**src/rtl/dcsum_pkg.sv**
```systemverilog
package dcsum_pkg;
  localparam int unsigned DCS_LANES = 8;
  localparam int unsigned DCS_ROWS  = 8;
  localparam int unsigned DCS_W     = 16;

  typedef enum logic {
    ST_IDLE = 1'b0,
    ST_FILL = 1'b1
  } fill_st_e;
endpackage

```
**src/rtl/dcsum_col_acc.sv**
```systemverilog
module dcsum_col_acc #(
  parameter int unsigned LANES = 8,
  parameter int unsigned W     = 16
) (
  input  logic               clk,
  input  logic               rst_n,
  input  logic               load,
  input  logic               add,
  input  logic [LANES*W-1:0] row_i,
  output logic [LANES*W-1:0] sum_nxt_o
);
  localparam int unsigned VW = LANES * W;

  logic [VW-1:0] acc_q;
  logic [VW-1:0] acc_d;
  logic          acc_en;

  assign acc_en = load | add;

  genvar g;
  generate
    for (g = 0; g < LANES; g++) begin : g_lane
      // wrapping per-lane sum of stored total and incoming sample
      assign sum_nxt_o[g*W +: W] = acc_q[g*W +: W] + row_i[g*W +: W];

      always_comb begin
        if (load) acc_d[g*W +: W] = row_i[g*W +: W];
        else      acc_d[g*W +: W] = sum_nxt_o[g*W +: W];
      end


      lane_load_chk: assert property (@(posedge clk) disable iff (!rst_n)
        load |=> acc_q[g*W +: W] == $past(row_i[g*W +: W]));


      lane_add_chk: assert property (@(posedge clk) disable iff (!rst_n)
        (add && !load) |=> acc_q[g*W +: W] ==
          W'($past(acc_q[g*W +: W]) + $past(row_i[g*W +: W])));
    end
  endgenerate

  // datapath register: enable written out, no reset needed on data
  always_ff @(posedge clk) begin
    if (acc_en) acc_q <= acc_d;
  end


  acc_hold_chk: assert property (@(posedge clk) disable iff (!rst_n)
    (!load && !add) |=> $stable(acc_q));
endmodule

```
**src/rtl/dcsum_tree_reduce.sv**
```systemverilog
module dcsum_tree_reduce #(
  parameter int unsigned LANES = 8,
  parameter int unsigned W     = 16
) (
  input  logic [LANES*W-1:0]                  col_i,
  output logic [W+$clog2(LANES)-1:0]          total_o
);
  localparam int unsigned SUM_W = W + $clog2(LANES);
  localparam int unsigned NODES = 2 * LANES - 1;

  // heap layout: node k adds nodes 2k+1 and 2k+2; leaves start at LANES-1
  logic [SUM_W-1:0] node [NODES];

  genvar g;
  generate
    for (g = 0; g < LANES; g++) begin : g_leaf
      assign node[LANES-1+g] = {{(SUM_W-W){col_i[g*W+W-1]}}, col_i[g*W +: W]};
    end
    for (g = 0; g < LANES - 1; g++) begin : g_node
      assign node[g] = node[2*g+1] + node[2*g+2];
    end
  endgenerate

  assign total_o = node[0];
endmodule

```
**src/rtl/dcsum8x8.sv**
```systemverilog
module dcsum8x8
  import dcsum_pkg::*;
#(
  parameter int unsigned LANES = DCS_LANES,
  parameter int unsigned ROWS  = DCS_ROWS,
  parameter int unsigned W     = DCS_W
) (
  input  logic               clk,
  input  logic               rst_n,
  input  logic               in_valid,
  input  logic               in_sop,
  input  logic [LANES*W-1:0] in_row,
  output logic               res_valid,
  output logic [W-1:0]       res_dc,
  output logic [W-1:0]       res_zero
);
  localparam int unsigned CNT_W = (ROWS > 1) ? $clog2(ROWS) : 1;
  localparam int unsigned SUM_W = W + $clog2(LANES);
  localparam logic [CNT_W-1:0] LAST_IDX = CNT_W'(ROWS - 1);

  fill_st_e         st_q, st_d;
  logic [CNT_W-1:0] cnt_q, cnt_d;
  logic             vld_q, vld_d;
  logic [W-1:0]     dc_q;

  logic             take_first;
  logic             take_more;
  logic             take_last;
  logic [LANES*W-1:0] col_sum;
  logic [SUM_W-1:0]   total;

  assign take_first = in_valid & in_sop;
  assign take_more  = in_valid & ~in_sop & (st_q == ST_FILL);
  assign take_last  = take_more & (cnt_q == LAST_IDX);

  dcsum_col_acc #(.LANES(LANES), .W(W)) u_acc (
    .clk       (clk),
    .rst_n     (rst_n),
    .load      (take_first),
    .add       (take_more),
    .row_i     (in_row),
    .sum_nxt_o (col_sum)
  );

  dcsum_tree_reduce #(.LANES(LANES), .W(W)) u_tree (
    .col_i   (col_sum),
    .total_o (total)
  );

  // next-state
  always_comb begin
    st_d  = st_q;
    cnt_d = cnt_q;
    vld_d = 1'b0;
    if (take_first) begin
      st_d  = ST_FILL;
      cnt_d = CNT_W'(1);
    end else if (take_more) begin
      if (take_last) begin
        st_d  = ST_IDLE;
        cnt_d = '0;
        vld_d = 1'b1;
      end else begin
        cnt_d = cnt_q + 1'b1;
      end
    end
  end

  // control registers
  always_ff @(posedge clk or negedge rst_n) begin
    if (!rst_n) begin
      st_q  <= ST_IDLE;
      cnt_q <= '0;
      vld_q <= 1'b0;
    end else begin
      st_q  <= st_d;
      cnt_q <= cnt_d;
      vld_q <= vld_d;
    end
  end

  // result register, loaded only on the closing row
  always_ff @(posedge clk) begin
    if (take_last) dc_q <= total[W-1:0];
  end

  assign res_valid = vld_q;
  assign res_dc    = dc_q;
  assign res_zero  = '0;


  res_pulse_chk: assert property (@(posedge clk) disable iff (!rst_n)
    res_valid |=> !res_valid);


  res_cause_chk: assert property (@(posedge clk) disable iff (!rst_n)
    res_valid |-> ($past(in_valid) && !$past(in_sop)));


  sop_restart_chk: assert property (@(posedge clk) disable iff (!rst_n)
    (in_valid && in_sop) |=> (cnt_q == CNT_W'(1)) && (st_q == ST_FILL) && !res_valid);


  idle_drop_chk: assert property (@(posedge clk) disable iff (!rst_n)
    ((st_q == ST_IDLE) && !(in_valid && in_sop)) |=> (st_q == ST_IDLE) && !res_valid);


  gap_hold_chk: assert property (@(posedge clk) disable iff (!rst_n)
    !in_valid |=> $stable(cnt_q) && $stable(st_q) && !res_valid);
endmodule

```
**config.mk**
```make
export PLATFORM = sky130hd
export DESIGN_NAME = dcsum8x8
export DESIGN_NICKNAME = d
export VERILOG_FILES = /design/src/rtl/dcsum_pkg.sv /design/src/rtl/dcsum_col_acc.sv /design/src/rtl/dcsum_tree_reduce.sv /design/src/rtl/dcsum8x8.sv
export SDC_FILE = /design/constraint.sdc
export NUM_CORES = 1
export LEC_CHECK = 0
export BUFFER_PORTS_ARGS = -buffer_cell sky130_fd_sc_hd__buf_2
export CORE_UTILIZATION = 45
export CTS_BUF_LIST = sky130_fd_sc_hd__clkbuf_2
export CTS_CLUSTER_DIAMETER = 150
export DETAILED_ROUTE_END_ITERATION = 16
export PLACE_DENSITY_LB_ADDON = 0.1
export SETUP_SLACK_MARGIN = 0.4
export SLEW_MARGIN = 20
export SYNTH_ARGS = -nofsm -noshare
export SYNTH_HDL_FRONTEND = slang
export SYNTH_SLANG_ARGS = --single-unit
```
**constraint.sdc**
```tcl
create_clock -name clk -period 8.6 [get_ports clk]
set_input_delay 0.86 -clock clk [delete_from_list [all_inputs] [get_ports clk]]
set_output_delay 0.86 -clock clk [all_outputs]
set_load 0.02 [all_outputs]
```
==> flow_metrics.tcl <==
set metrics [dict create \
    status "completed" \
    cts_tree "yes" \
    synth_area_leaders "edfxtp_1 31%, fa_1 14%, ha_1 12%, nand2_1 7.3%, xnor2_1 5.3%" \
    cp.arrival_ns 8.04 \
    cts-buffers-inserted 17 \
    setup_tns_ns 0 \
    ys_ff_latch 149 \
    grt_max_degree 91 \
    cp.buffers_inverters 4 \
    slowest_stage "or4_1" \
    synth_top_flop_cell "edfxtp_1" \
    start_util_pct 46.31 \
    criticalPathCategory "reg2reg" \
    drv_cap 0 \
    port_buffers 148 \
    place.gp.congestion 0.8207 \
    synth_edf_count 144 \
    fin_skew_ns 0.02380 \
    drtIter0Drc 681 \
    synth_top_cell_by_area "edfxtp_1" \
    nNetsFinal 1987 \
    root_buffer "clkbuf_2" \
    critPathRequiredTime_ns 9.16 \
    seq_area_frac_synth_pct 31.99 \
    dpl.hpwl_mm 25.35 \
    ys_async_sr_fraction_pct 3.356 \
    gr-total-overflow 0 \
    path_delay_family "adder cells" \
    finalSetupViolCount 0 \
    critPathLaunchType "flop" \
    period_needed_ns 7.475 \
    wl_mm 32.97 \
    fp-row-count 63 \
    postCtsResizedCells 0 \
    ys_top_cells_by_count "269 x nand2_1, 144 x edfxtp_1, 138 x ha_1" \
    max_freq_mhz 133.8 \
    maxSlewHeadroom_pct 31.26 \
    wl_per_cell_um 16.27 \
    grt_use_total_pct 21.81 \
    clk_latency_ns 0.79 \
    cts_max_level 4 \
    postCtsSetupRepairBufs 0 \
    fp.dieArea_um2 31610 \
    rsz0062_at_grt "no" \
    first_pass_iters 5 \
    rr_worst_depth 28 \
    cpMostUsedCell "fa_1" \
    cpPeakStageDelay_ns 0.57 \
    die_h_um 177.8 \
    dr_wl_met2_mm 15.76 \
    end_kind "flop" \
    cts_max_path_buffers 2 \
    holdPathStages 3 \
    wirelength_met1_mm 15.40 \
    die_w_um 177.8 \
    ys_types 65 \
    area_delta_synth_final_pct 9.960 \
    synth_top_area_share_pct 31.09 \
    cts.sinks 149 \
    final_layout_size_suffix_gt1_share_pct 12.91 \
    grt_pass1_vias 10107 \
    coreArea_um2 30030 \
    boundaryPins 165 \
    met3_length_mm 1.288 \
    fillers 2842 \
    routed_via_density 5.170 \
    path_clk_slew_ns 0.23 \
    fin_crit_sh_pct 86.91 \
    syn_area_per_cell_um2 9.397 \
    finalHoldViolCount 0 \
    slew_viol_final 0 \
    worst_slew_pin_slew_ns 1.031 \
    yosysMostFrequentCell "nand2_1" \
    cp_max_fo 4 \
    cp.depth 28 \
    drcViolationCount 0 \
    postRouteAntennaNets 0 \
    yosys_warnings 0 \
    min_path_type "in2reg" \
    ctsHoldBuffers 1 \
    num_vias 10475 \
    grt_pass1_wl_mm 52.49 \
    highest-signal-layer "met4" \
    grt_antenna_before_repair 1 \
    synth_area_um2 13910 \
    syn_inst 1480 \
]
-- final timing paths --
check | startpoint | end | slack, ns
setup reg to reg | u_acc.acc_q[80]$_DFFE_PP_ | res_dc[15]$_DFFE_PP_ | 1.13
setup / recovery | u_acc.acc_q[80]$_DFFE_PP_ | res_dc[15]$_DFFE_PP_ | 1.13
max in group asynchronous | rst_n | st_q$_DFFE_PN0P_ | 8.08
hold reg to reg | cnt_q[0]$_DFFE_PN0P_ | cnt_q[0]$_DFFE_PN0P_ | 0.54
min in group asynchronous | rst_n | cnt_q[2]$_DFFE_PN0P_ | 0.39
hold / removal | in_row[112] | u_acc.acc_q[112]$_DFFE_PP_ | 0.33
-- state kept, by name (all words and copies together), names as in the netlist --
register     count
res_dc          16
u_acc.acc_q    128
cnt_q            3
res_valid        1
st_q             1
-- routing by layer --
metal  track usage (%)  up-vias
li1                  -     5324
met1             29.55     4906
met2             36.41      222
met3             3.363       23
met4             5.342        0
met5                 0        -
-- cell type report --
type	count	area [um2]	area share (%)
inverter	132	495.5	3.240
timing repair buffer	154	788.3	5.155
antenna	1	2.502	0.01636
clock buffer	20	100.1	0.6546
tap	390	488.0	3.191
clock inverter	12	160.2	1.047
multi-input combinational	1168	8808	57.60
sequential	149	4449	29.10
-- cells in the final DEF, fill, tap and decap left out, types with 19 or more instances in the layout --
master / instances
o21ai_0: 88
a21o_1: 20
fa_1: 95
inv_1: 132
ha_1: 138
clkbuf_2: 20
nor2_1: 131
xor2_1: 32
nand2_1: 268
a21oi_1: 85
buf_2: 148
xnor2_1: 84
nor3_1: 19
edfxtp_1: 144
-- per-stage QoR --
step | worst slack, ns | utilization (%) | cells | hold slack (ns) | cell area (um2)
3_3_place_gp | 0.6852 | 50.01 | 1992 | 0.4945 | 15020
2_1_floorplan | 1.527 | - | 1495 | 0.4747 | 13960
5_1_grt | 0.5594 | 50.92 | 2026 | 0.2479 | 15290
4_1_cts | 1.172 | 50.91 | 2025 | 0.2350 | 15290
6_report | 1.125 | 50.92 | 2026 | 0.3315 | 15290
3_5_place_dp | 0.6002 | 50.01 | 1992 | 0.4991 | 15020
-- kinds of logic (layout without fill, tap and decap cells) --
family,count (synthesis),in the layout,share of synthesized area (%)
compound gates,307,307,14.02
other cells,1,17,0.02696
xor+xnor,118,118,7.629
fa+ha+maj,233,233,26.09
flops,149,149,31.99
mux,5,5,0.4048
buf+inv,178,318,5.236
simple gates,489,489,14.60
-- worst reg2reg max path, delay by kind of cell, from the launching register on --
kind | cells | cell delay [ns]
fa+ha+maj | 7 | 2.81
compound gates | 10 | 2.30
xor+xnor | 5 | 0.82
simple gates | 2 | 0.69
flops | 1 | 0.38
buf+inv | 4 | 0.25
Power is left out: the tool's default activity adds up to more than one toggle a clock period on the data nets, which glitch-free logic cannot reach.
